===== src/rtl/irqbank_pkg.sv =====
package irqbank_pkg;

    typedef enum logic [1:0] {
        DET_LEVEL = 2'd0,
        DET_RISE  = 2'd1,
        DET_FALL  = 2'd2,
        DET_BOTH  = 2'd3
    } det_e;

    typedef enum logic [1:0] {
        GATE_NONE = 2'd0,
        GATE_HIGH = 2'd1,
        GATE_LOW  = 2'd2
    } gate_e;

    typedef enum logic {
        STK_EMPTY = 1'b0,
        STK_HELD  = 1'b1
    } stk_state_e;

    localparam int unsigned N_DET         = 4;
    localparam int unsigned N_GATE        = 3;
    localparam int unsigned N_IRQ_REG     = N_DET * N_GATE;
    localparam int unsigned N_FIELD       = 2;
    localparam int unsigned ADDR_EN_HI    = 0;
    localparam int unsigned ADDR_EN_LO    = 1;
    localparam int unsigned ADDR_IRQ_BASE = 2;
    localparam int unsigned ADDR_STICKY   = ADDR_IRQ_BASE + N_IRQ_REG;
    localparam int unsigned ADDR_SUMMARY  = ADDR_STICKY + 1;
    localparam int unsigned N_PEND        = N_IRQ_REG + 1;

endpackage


===== src/rtl/irq_field.sv =====
module irq_field #(
    parameter int unsigned        W   = 8,
    parameter irqbank_pkg::det_e  DET = irqbank_pkg::DET_LEVEL
) (
    input  logic         clk_i,
    input  logic         rst_ni,
    input  logic [W-1:0] src_i,
    input  logic         cap_en_i,
    input  logic [W-1:0] clr_i,
    output logic [W-1:0] stat_o
);
    logic [W-1:0] hit;
    logic [W-1:0] set_bits;
    logic [W-1:0] stat_q;

    if (DET == irqbank_pkg::DET_LEVEL) begin : g_level
        assign hit = src_i;
        // an open gate with a high input always leaves the bit set
        a_r12_set_beats_clear: assert property (@(posedge clk_i) disable iff (!rst_ni)
            cap_en_i |=> (($past(src_i) & ~stat_o) == '0));
    end else begin : g_edge
        logic [W-1:0] hist_q;
        // history runs regardless of the gate
        always_ff @(posedge clk_i or negedge rst_ni) begin
            if (!rst_ni) hist_q <= '0;
            else         hist_q <= src_i;
        end
        if (DET == irqbank_pkg::DET_RISE) begin : g_rise
            assign hit = src_i & ~hist_q;
        end else if (DET == irqbank_pkg::DET_FALL) begin : g_fall
            assign hit = ~src_i & hist_q;
        end else begin : g_both
            assign hit = src_i ^ hist_q;
        end
    end

    assign set_bits = hit & {W{cap_en_i}};

    always_ff @(posedge clk_i or negedge rst_ni) begin
        if (!rst_ni) stat_q <= '0;
        else         stat_q <= (stat_q & ~clr_i) | set_bits;
    end

    assign stat_o = stat_q;

    // a closed gate never sets a new bit
    a_r10_closed_gate_no_set: assert property (@(posedge clk_i) disable iff (!rst_ni)
        !cap_en_i |=> ((stat_o & ~$past(stat_o)) == '0));

    // bits not written with a one survive the edge
    a_r3_zero_write_keeps: assert property (@(posedge clk_i) disable iff (!rst_ni)
        (|stat_o) |=> (($past(stat_o & ~clr_i) & ~stat_o) == '0));

endmodule


===== src/rtl/irq_status_reg.sv =====
module irq_status_reg #(
    parameter int unsigned         FA_W = 8,
    parameter irqbank_pkg::det_e   DET  = irqbank_pkg::DET_LEVEL,
    parameter irqbank_pkg::gate_e  GATE = irqbank_pkg::GATE_NONE,
    localparam int unsigned        RW   = FA_W + 1
) (
    input  logic                            clk_i,
    input  logic                            rst_ni,
    input  logic [RW-1:0]                   evt_i,
    input  logic [irqbank_pkg::N_FIELD-1:0] en_hi_i,
    input  logic [irqbank_pkg::N_FIELD-1:0] en_lo_i,
    input  logic [RW-1:0]                   clr_i,
    output logic [RW-1:0]                   stat_o
);
    logic [irqbank_pkg::N_FIELD-1:0] gate_open;
    logic                            unused_gate_src;

    assign unused_gate_src = ^{en_hi_i, en_lo_i};

    if (GATE == irqbank_pkg::GATE_NONE) begin : g_open
        assign gate_open = '1;
    end else if (GATE == irqbank_pkg::GATE_HIGH) begin : g_high
        assign gate_open = en_hi_i;
    end else begin : g_low
        assign gate_open = ~en_lo_i;
    end

    irq_field #(.W(FA_W), .DET(DET)) u_wide (
        .clk_i    (clk_i),
        .rst_ni   (rst_ni),
        .src_i    (evt_i[FA_W-1:0]),
        .cap_en_i (gate_open[0]),
        .clr_i    (clr_i[FA_W-1:0]),
        .stat_o   (stat_o[FA_W-1:0])
    );

    irq_field #(.W(1), .DET(DET)) u_single (
        .clk_i    (clk_i),
        .rst_ni   (rst_ni),
        .src_i    (evt_i[FA_W]),
        .cap_en_i (gate_open[1]),
        .clr_i    (clr_i[FA_W]),
        .stat_o   (stat_o[FA_W])
    );

endmodule


===== src/rtl/sticky_field.sv =====
module sticky_field #(
    parameter int unsigned W = 8
) (
    input  logic         clk_i,
    input  logic         rst_ni,
    input  logic [W-1:0] src_i,
    input  logic [W-1:0] clr_i,
    output logic [W-1:0] val_o
);
    import irqbank_pkg::*;

    stk_state_e   state_q, state_d;
    logic [W-1:0] val_q, val_d;

    always_comb begin
        state_d = state_q;
        val_d   = val_q;
        unique case (state_q)
            STK_EMPTY: begin
                val_d   = src_i;
                state_d = (src_i != '0) ? STK_HELD : STK_EMPTY;
            end
            STK_HELD: begin
                val_d   = val_q & ~clr_i;
                state_d = ((val_q & ~clr_i) == '0) ? STK_EMPTY : STK_HELD;
            end
            default: begin
                val_d   = '0;
                state_d = STK_EMPTY;
            end
        endcase
    end

    always_ff @(posedge clk_i or negedge rst_ni) begin
        if (!rst_ni) begin
            state_q <= STK_EMPTY;
            val_q   <= '0;
        end else begin
            state_q <= state_d;
            val_q   <= val_d;
        end
    end

    assign val_o = val_q;

    // a held value ignores the input when nothing is cleared
    a_r13_hold_stable: assert property (@(posedge clk_i) disable iff (!rst_ni)
        (state_q == STK_HELD && clr_i == '0) |=> $stable(val_o));

    // an empty register takes the input word
    a_r13_empty_loads: assert property (@(posedge clk_i) disable iff (!rst_ni)
        (state_q == STK_EMPTY) |=> (val_o == $past(src_i)));

endmodule


===== src/rtl/irq_status_bank.sv =====
module irq_status_bank #(
    parameter int unsigned FA_W = 8,
    parameter int unsigned DW   = 16,
    parameter int unsigned AW   = 4,
    localparam int unsigned RW  = FA_W + 1,
    localparam int unsigned NP  = irqbank_pkg::N_PEND
) (
    input  logic          clk_i,
    input  logic          rst_ni,
    input  logic          wr_en_i,
    input  logic [AW-1:0] addr_i,
    input  logic [DW-1:0] wdata_i,
    output logic [DW-1:0] rdata_o,
    input  logic [RW-1:0] evt_i,
    input  logic [FA_W-1:0] stk_i,
    output logic [NP-1:0] pend_o
);
    import irqbank_pkg::*;

    logic [N_FIELD-1:0] en_hi_q, en_lo_q;
    logic [RW-1:0]      irq_stat [N_IRQ_REG];
    logic [RW-1:0]      irq_clr  [N_IRQ_REG];
    logic [FA_W-1:0]    stk_clr;
    logic [FA_W-1:0]    stk_val;
    logic [NP-1:0]      pend;
    logic               unused_wdata;

    assign unused_wdata = ^wdata_i;

    // gate control registers
    always_ff @(posedge clk_i or negedge rst_ni) begin
        if (!rst_ni) begin
            en_hi_q <= '0;
            en_lo_q <= '0;
        end else if (wr_en_i) begin
            if (addr_i == AW'(ADDR_EN_HI)) en_hi_q <= wdata_i[N_FIELD-1:0];
            if (addr_i == AW'(ADDR_EN_LO)) en_lo_q <= wdata_i[N_FIELD-1:0];
        end
    end

    // one status register per detection/gate pair
    for (genvar k = 0; k < N_IRQ_REG; k++) begin : g_irq
        localparam det_e  K_DET  = det_e'(k / N_GATE);
        localparam gate_e K_GATE = gate_e'(k % N_GATE);

        assign irq_clr[k] = (wr_en_i && addr_i == AW'(ADDR_IRQ_BASE + k))
                            ? wdata_i[RW-1:0] : '0;

        irq_status_reg #(.FA_W(FA_W), .DET(K_DET), .GATE(K_GATE)) u_reg (
            .clk_i   (clk_i),
            .rst_ni  (rst_ni),
            .evt_i   (evt_i),
            .en_hi_i (en_hi_q),
            .en_lo_i (en_lo_q),
            .clr_i   (irq_clr[k]),
            .stat_o  (irq_stat[k])
        );

        assign pend[k] = |irq_stat[k];
    end

    assign stk_clr = (wr_en_i && addr_i == AW'(ADDR_STICKY)) ? wdata_i[FA_W-1:0] : '0;

    sticky_field #(.W(FA_W)) u_sticky (
        .clk_i  (clk_i),
        .rst_ni (rst_ni),
        .src_i  (stk_i),
        .clr_i  (stk_clr),
        .val_o  (stk_val)
    );

    assign pend[N_IRQ_REG] = |stk_val;
    assign pend_o          = pend;

    // combinational read mux
    always_comb begin
        rdata_o = '0;
        if (addr_i == AW'(ADDR_EN_HI)) rdata_o[N_FIELD-1:0] = en_hi_q;
        if (addr_i == AW'(ADDR_EN_LO)) rdata_o[N_FIELD-1:0] = en_lo_q;
        for (int k = 0; k < N_IRQ_REG; k++) begin
            if (addr_i == AW'(ADDR_IRQ_BASE + k)) rdata_o[RW-1:0] = irq_stat[k];
        end
        if (addr_i == AW'(ADDR_STICKY))  rdata_o[FA_W-1:0] = stk_val;
        if (addr_i == AW'(ADDR_SUMMARY)) rdata_o[NP-1:0]   = pend;
    end

    // a control write lands at its edge
    a_r9_en_hi_write: assert property (@(posedge clk_i) disable iff (!rst_ni)
        (wr_en_i && addr_i == AW'(ADDR_EN_HI)) |=> (en_hi_q == $past(wdata_i[N_FIELD-1:0])));

    // upper bits of every read are zero
    a_r2_unused_read_zero: assert property (@(posedge clk_i) disable iff (!rst_ni)
        (addr_i != AW'(ADDR_SUMMARY)) |-> (rdata_o[DW-1:RW] == '0));

    // a pending bit drops only at an edge where a write occurred
    a_r14_pend_drop_needs_write: assert property (@(posedge clk_i) disable iff (!rst_ni)
        (!wr_en_i && (|pend_o[N_IRQ_REG-1:0])) |=> (($past(pend_o[N_IRQ_REG-1:0]) & ~pend_o[N_IRQ_REG-1:0]) == '0));

endmodule


===== config.mk =====
export PLATFORM = sky130hd
export DESIGN_NAME = irq_status_bank
export DESIGN_NICKNAME = d
export VERILOG_FILES = /design/src/rtl/irqbank_pkg.sv /design/src/rtl/irq_field.sv /design/src/rtl/irq_status_reg.sv /design/src/rtl/sticky_field.sv /design/src/rtl/irq_status_bank.sv
export SDC_FILE = /design/constraint.sdc
export NUM_CORES = 1
export LEC_CHECK = 0
export BUFFER_PORTS_ARGS = -buffer_cell sky130_fd_sc_hd__buf_2
export CELL_PAD_IN_SITES_DETAIL_PLACEMENT = 0
export CELL_PAD_IN_SITES_GLOBAL_PLACEMENT = 1
export CORE_ASPECT_RATIO = 1.1
export CORE_MARGIN = 2
export CORE_UTILIZATION = 49
export DETAILED_ROUTE_END_ITERATION = 7
export PLACE_DENSITY_LB_ADDON = 0.1
export SYNTH_ARGS = -nofsm -noshare
export SYNTH_HDL_FRONTEND = slang
export SYNTH_HIERARCHICAL = 1
export SYNTH_SLANG_ARGS = --single-unit

===== constraint.sdc =====
create_clock -name clk_i -period 2.7 [get_ports clk_i]
set_clock_uncertainty 0.15 [all_clocks]
set_input_delay 0.54 -clock clk_i [delete_from_list [all_inputs] [get_ports clk_i]]
set_output_delay 0.54 -clock clk_i [all_outputs]
set_load 0.01 [all_outputs]

# ---- Yosys cells after proc, flatten, opt, wreduce, memory -nomap -nowiden
# Cells that the tools add are included.
dict set report word_totals {
  regBits 130
}
dict set report op_classes {
  bitwise 102
  n_reduce_logical 31
  eq_ne 15
  muxes 33
}
# op n
set ops {}
lappend ops {{$mux W9} 24}
lappend ops {{$and A8 B8 Y8} 23}
lappend ops {{$not A8 Y8} 15}
lappend ops {{$reduce_or A9 Y1} 12}
lappend ops {{$or A8 B8 Y8} 12}
lappend ops {{$eq A4 B4 Y1 const B} 8}
lappend ops {{$and A1 B1 Y1} 22}
lappend ops {{$eq A4 B3 Y1 const B} 4}
lappend ops {{$mux W8} 2}
lappend ops {{$pmux W8 S2} 1}
lappend ops {{$not A1 Y1} 15}
lappend ops {{$logic_and A1 B1 Y1} 13}
lappend ops {{$mux W13} 1}
lappend ops {{$or A1 B1 Y1} 12}
lappend ops {{$eq A4 B2 Y1 const B} 2}
lappend ops {{$logic_not A8 Y1} 1}
lappend ops {{$reduce_bool A8 Y1} 1}
lappend ops {{$reduce_or A8 Y1} 1}
lappend ops {{$xor A8 B8 Y8} 1}
lappend ops {{$eq A4 B1 Y1 const B} 1}
lappend ops {{$logic_not A4 Y1} 1}
lappend ops {{$mux W2} 2}
lappend ops {{$reduce_and A2 Y1} 2}
lappend ops {{$mux W1} 2}
lappend ops {{3 further kinds} 3}

# ---- Longest topological paths before layout
dict set report logic_depth {
  depth_word 17
  depth_mapped 10
  depth_no_buf 8
}

# ---- Hierarchy
# The synthesis kept the hierarchy.
# mod cells_each instances seq_area_each_um2 area_each_um2
set modules_own_cells {}
lappend modules_own_cells {{irq_field at g_irq[3].u_reg.u_wide ...} 41 6 400.4 571.8}
lappend modules_own_cells {irq_status_bank 430 1 100.1 2822.7}
lappend modules_own_cells {{irq_field at g_irq[10].u_reg.u_wide ...} 41 3 400.4 581.8}
lappend modules_own_cells {{irq_field at g_irq[0].u_reg.u_wide ...} 33 3 200.2 341.6}
lappend modules_own_cells {{irq_field at g_irq[3].u_reg.u_single ...} 5 6 50.0 82.6}
lappend modules_own_cells {sticky_field 45 1 225.2 435.4}
lappend modules_own_cells {{irq_field at g_irq[10].u_reg.u_single ...} 5 3 50.0 71.3}
lappend modules_own_cells {{irq_field at g_irq[0].u_reg.u_single ...} 4 3 25.0 41.3}
lappend modules_own_cells {{irq_status_reg at g_irq[11].u_reg ...} 2 4 0.0 7.5}
lappend modules_own_cells {{irq_status_reg at g_irq[0].u_reg ...} 1 4 0.0 3.8}

# ---- Worst setup path before layout
# Ideal clock, no wire load.
dict set report synth_path {
  kind {input -> output}
  startpoint {input addr_i[0]}
  endpoint {output rdata_o[0]}
  n_path_buf 1
  path_stages 4
  t_arrival_ps 1668
  path_slack_ps 342
  path_cell_list {buf_6 > mux4_2 > a2111oi_2 > o22ai_1}
}
dict set report synth_between {
  elab_chain_cells 17
}
# item line
set synth_lines {}
lappend synth_lines {{start, declared} irq_status_bank.sv:11} ;# input logic [AW-1:0] addr_i,
lappend synth_lines {{$logic_not A4 Y1} irq_status_bank.sv:78} ;# if (addr_i == AW'(ADDR_EN_HI)) rdata_o[N_FIELD-1:0] = en_hi_q;
lappend synth_lines {{$mux W2} irq_status_bank.sv:78}
lappend synth_lines {{$mux W2} irq_status_bank.sv:79} ;# if (addr_i == AW'(ADDR_EN_LO)) rdata_o[N_FIELD-1:0] = en_lo_q;
lappend synth_lines {{$mux W9 (12 in series)} irq_status_bank.sv:81} ;# if (addr_i == AW'(ADDR_IRQ_BASE + k)) rdata_o[RW-1:0] = irq_stat[k];
lappend synth_lines {{$mux W8} irq_status_bank.sv:83} ;# if (addr_i == AW'(ADDR_STICKY)) rdata_o[FA_W-1:0] = stk_val;
lappend synth_lines {{$mux W13 (*)} irq_status_bank.sv:84} ;# if (addr_i == AW'(ADDR_SUMMARY)) rdata_o[NP-1:0] = pend;
lappend synth_lines {{end, declared} irq_status_bank.sv:13} ;# output logic [DW-1:0] rdata_o,
# Every way passes the cells marked *; elsewhere a longest branch is shown, timed or not.

# ---- Worst setup path after layout
dict set report layout_path {
  startpoint {register g_irq[8].u_reg.u_wide.stat_q[4]}
  endpoint {output rdata_o[8]}
}
dict set report layout_between {
  elab_chain_cells 2
}
# item line
set layout_lines {}
lappend layout_lines {{start, declared} irq_field.sv:14} ;# logic [W-1:0] stat_q;
lappend layout_lines {{start signal, assigned} irq_field.sv:41} ;# else stat_q <= (stat_q & ~clr_i) | set_bits;
lappend layout_lines {{$reduce_or A9 Y1} irq_status_bank.sv:59} ;# assign pend[k] = |irq_stat[k];
lappend layout_lines {{$mux W13} irq_status_bank.sv:84}
# Every way passes these cells.

==> impl_summary.txt <==
----------------------------------------------------
[Worst setup path]
  Critical-path maximum fanout ... 2
  Data arrival at the endpoint of the critical path ... 2250 ps
  Required time reported for the critical path endpoint ... 2010 ps
  Crit path launch type ... flop
  Startpoint-to-endpoint class of the critical path ... flop to output port
  Crit path capture type ... output port

[Placed design]
  Port buffer count ... 58
  Placer Congestion ... 0.9829
  Post-placement setup slack ... -220.0 ps
  Placed wire-length estimate ... 23000 um

[Timing]
  Finish-stage setup viols ... 5
  Worst Setup Slack, final ... -244.1 ps
  Relative max-transition margin ... 0.5572
  Minimum clock period after layout ... 2944 ps
  Final critical-path share of the clock period ... 1.090
  Endpoints failing hold ... 0
  Transition time of the tightest slew-check pin ... 664.2 ps
  Unrepaired setup endpoints after global routing ... yes
  Maximum achievable frequency ... 0.3397 GHz
  Count of pins over their slew limit ... 0

[Synth]
  Sequential fraction of the synthesis area ... 0.4890
  Total standard cell area after synthesis ... 0.01034 mm2
  Number of enable-type register cells in the synthesized netlist ... 0
  Syn Area/Cell ... 10.21 um2
  Most repeated cell in the gate-level netlist after synthesis ... dfrtp_1
  Async SR Flop Fraction ... 1.000
  Share of the synthesized area in the top cell type ... 0.4890
  Top cells by area in the synthesized netlist ... dfrtp_1 (49%), o21ai_2 (6.9%), and2_1 (6.7%), inv_1 (4.7%), nand3b_1 (3.8%)
  Number of flip-flops and latches in the synthesized netlist ... 202
  Distinct cells, synth ... 59
  Dominant synthesized flop cell ... dfrtp_1
  Synth warn ... 6
  Most frequent cells after synthesis ... dfrtp_1 (202), inv_1 (129), and2_1 (110)
  Most area-hungry cell type in the Yosys netlist ... dfrtp_1
  Gate count of the mapped netlist ... 1012

[Pwr]
  Leakage ... 5.824 nW
  Pwr per Cell Area ... 634.4 mW/mm2
  Total Power ... 8.046 mW
  Max rail drop VDD ... 0.6353 mV

[Floorplanning]
  Die width ... 142.5 um
  Ports ... 69
  Die H ... 156.3 um
  Core region area ... 0.02064 mm2
  Die Outline Area ... 0.02228 mm2
  Initial core utilization ... 0.5007
  Standard-cell row count ... 55

[Detailed routing]
  Number of search-and-repair iterations in the first detailed-routing pass ... 5
  DRT iter0 DRCs ... 521
  Routed Antenna Nets ... 0
  Overall routed net length ... 33710 um
  Total via count after detailed routing ... 7975
  Via density ... 5.561
  Count of unresolved DRC violations after routing ... 0
  Routed wirelength normalized by instance count ... 23.51 um

[Global routing]
  Initial antenna violation count ... 0
  GRT Util Overall ... 0.3102
  Maximum number of pins on one net before global-route repair ... 69
  First-pass GRT wire length ... 50660 um
  Global route total overflow ... 0
  Via count of the first global-routing pass ... 7932

[Hold path]
  Hold crit path type ... primary input to flop

[Finish]
  Core Util, Final ... 0.6143
  Layout cell share with drive strength beyond 1 ... 0.3048
  Post-synthesis to final-layout area growth ... 22.68%
  Inserted Diodes ... 0
  Number of nets in the finished design ... 1204

[Clock tree]
  Clock slew seen by the registers of the worst setup and hold paths ... 60 ps
  CTS tree ... done
  Num CTS Buffers ... 22
  Number of sinks handled by clock tree synthesis ... 202
  Cell at the root of the clock tree ... clkbuf_16
  Insertion delay to the later sink of the worst-skew pair ... 520 ps
  Maximum level of the CTS H-tree ... 1
  Buffer levels on the longest clock path ... 3

[Job]
  Number of max-capacitance violations reported ... 0

[Run status]
  Failing checks ... negative setup slack
  Run status ... finished, violations left

----------------------------------------------------
[layer usage]
| metal | wire length, um | share of wire | global-route usage | vias up |
|---|---|---|---|---|
| met3 | 1894 | 0.056 | 0.04774 | 60 |
| met2 | 15230 | 0.45 | 0.4764 | 250 |
| met1 | 15570 | 0.46 | 0.4552 | 3956 |
| met4 | 1018 | 0.030 | 0.09430 | 0 |
| met5 | 0 | 0 | 0 | - |
| li1 | - | - | - | 3709 |
[area by class of cell]
cell class	count	area, um2
repair buffers	174	1378
fillers	1742	7963
inverters	132	503.0
multi-input cells	632	4720
flip-flops and latches	202	5057
clock buffers	36	694.4
clock inverters	2	10.01
well taps	256	320.3
[logic make-up after synthesis]
kind of cell / count (synthesis) / share of synthesized area
multiplexers: 36 / 0.03994
XOR/XNOR: 27 / 0.02288
buffers and inverters: 184 / 0.08388
other: 5 / 0.001816
AO/OA/AOI/OAI: 213 / 0.1590
flip-flops: 202 / 0.4890
AND/OR/NAND/NOR: 345 / 0.2035
[critical path: stages, from the launching register on]
cell and delay, ps:
dfrtp_1 390, or4_4 540, nor4_4 160, buf_4 190, inv_4 50, o221ai_4 160
o21ai_2 90, buf_2 150
[placed cells by master, fill, tap and decap left out, types with 9 or more instances in the layout]
| cell type | Yosys | final |
|---|---|---|
| o21ai_2 | 81 | 83 |
| clkbuf_16 | 0 | 24 |
| a22o_1 | 27 | 27 |
| buf_4 | 8 | 100 |
| xor2_1 | 27 | 27 |
| a21oi_1 | 20 | 17 |
| nand3b_1 | 52 | 52 |
| and2_1 | 110 | 109 |
| mux2i_1 | 24 | 22 |
| nand3_1 | 16 | 14 |
| nand2_1 | 54 | 51 |
| dfrtp_1 | 202 | 200 |
| nor2_1 | 37 | 36 |
| nor3_1 | 12 | 12 |
| conb_1 | 5 | 11 |
| a31oi_1 | 12 | 9 |
| inv_1 | 129 | 129 |
| nor4_1 | 15 | 13 |
| nor2b_1 | 12 | 9 |
| and3_1 | 10 | 10 |
| buf_2 | 14 | 52 |
| o21ai_0 | 22 | 15 |
| o21ai_1 | 5 | 9 |
| buf_12 | 0 | 9 |
[state kept, by name, summed over array words and instances, names as in the netlist]
signal / cells
en_lo_q: 2
g_irq.u_reg/u_wide/g_edge.hist_q: 72
g_irq.u_reg/u_wide/stat_o: 96
u_sticky/state_q: 1
g_irq.u_reg/u_single/stat_o: 12
u_sticky/val_o: 8
en_hi_q: 2
g_irq.u_reg/u_single/g_edge.hist_q: 9
[final timing paths]
| check | endpoint | startpoint | cells after the start | slack (ps) |
|---|---|---|---|---|
| max reg2reg | u_sticky/state_q | u_sticky/state_q | 3 | 1230 |
| max in group asynchronous | g_irq[5].u_reg/u_wide/stat_o[0] | rst_ni | 3 | 1230 |
| max | rdata_o[8] | g_irq[8].u_reg/u_wide/stat_o[4] | 7 | -240 |
| min in group asynchronous | g_irq[1].u_reg/u_wide/stat_o[5] | rst_ni | 2 | 480 |
| min | u_sticky/val_o[7] | stk_i[7] | 3 | 120 |
| min reg2reg | g_irq[6].u_reg/u_wide/stat_o[0] | g_irq[6].u_reg/u_wide/g_edge.hist_q[0] | 2 | 330 |
[repair_timing]
item                                    4_1_cts  5_1_grt
endpoints found under the setup margin       10       10
resized for setup                            54       24
setup buffers                                12        5
gates cloned                                  1        1
endpoints found under the hold margin        60        0
pin swaps                                    31       11
hold buffers                                  1        0
[per-stage QoR]
step	hold WS (ps)	area, um2	cells	setup TNS, ps
5_1_grt	117.5	12680	1434	-847.1
3_3_place_gp	318.1	11440	1376	-1520
6_report	120.3	12680	1434	-492.8
3_5_place_dp	321.8	11440	1376	-1560
4_1_cts	113.3	12520	1428	-456.9
2_1_floorplan	94.41	10360	1018	0
[report_power, final]
part	switching [mW]	internal [mW]	total [mW]
Clock	1.23	1.74	2.97
Combinational	0.839	0.624	1.46
Sequential	0.304	3.31	3.61
Total	2.37	5.68	8.05
Note: power is estimated with default switching activity, not from simulation.
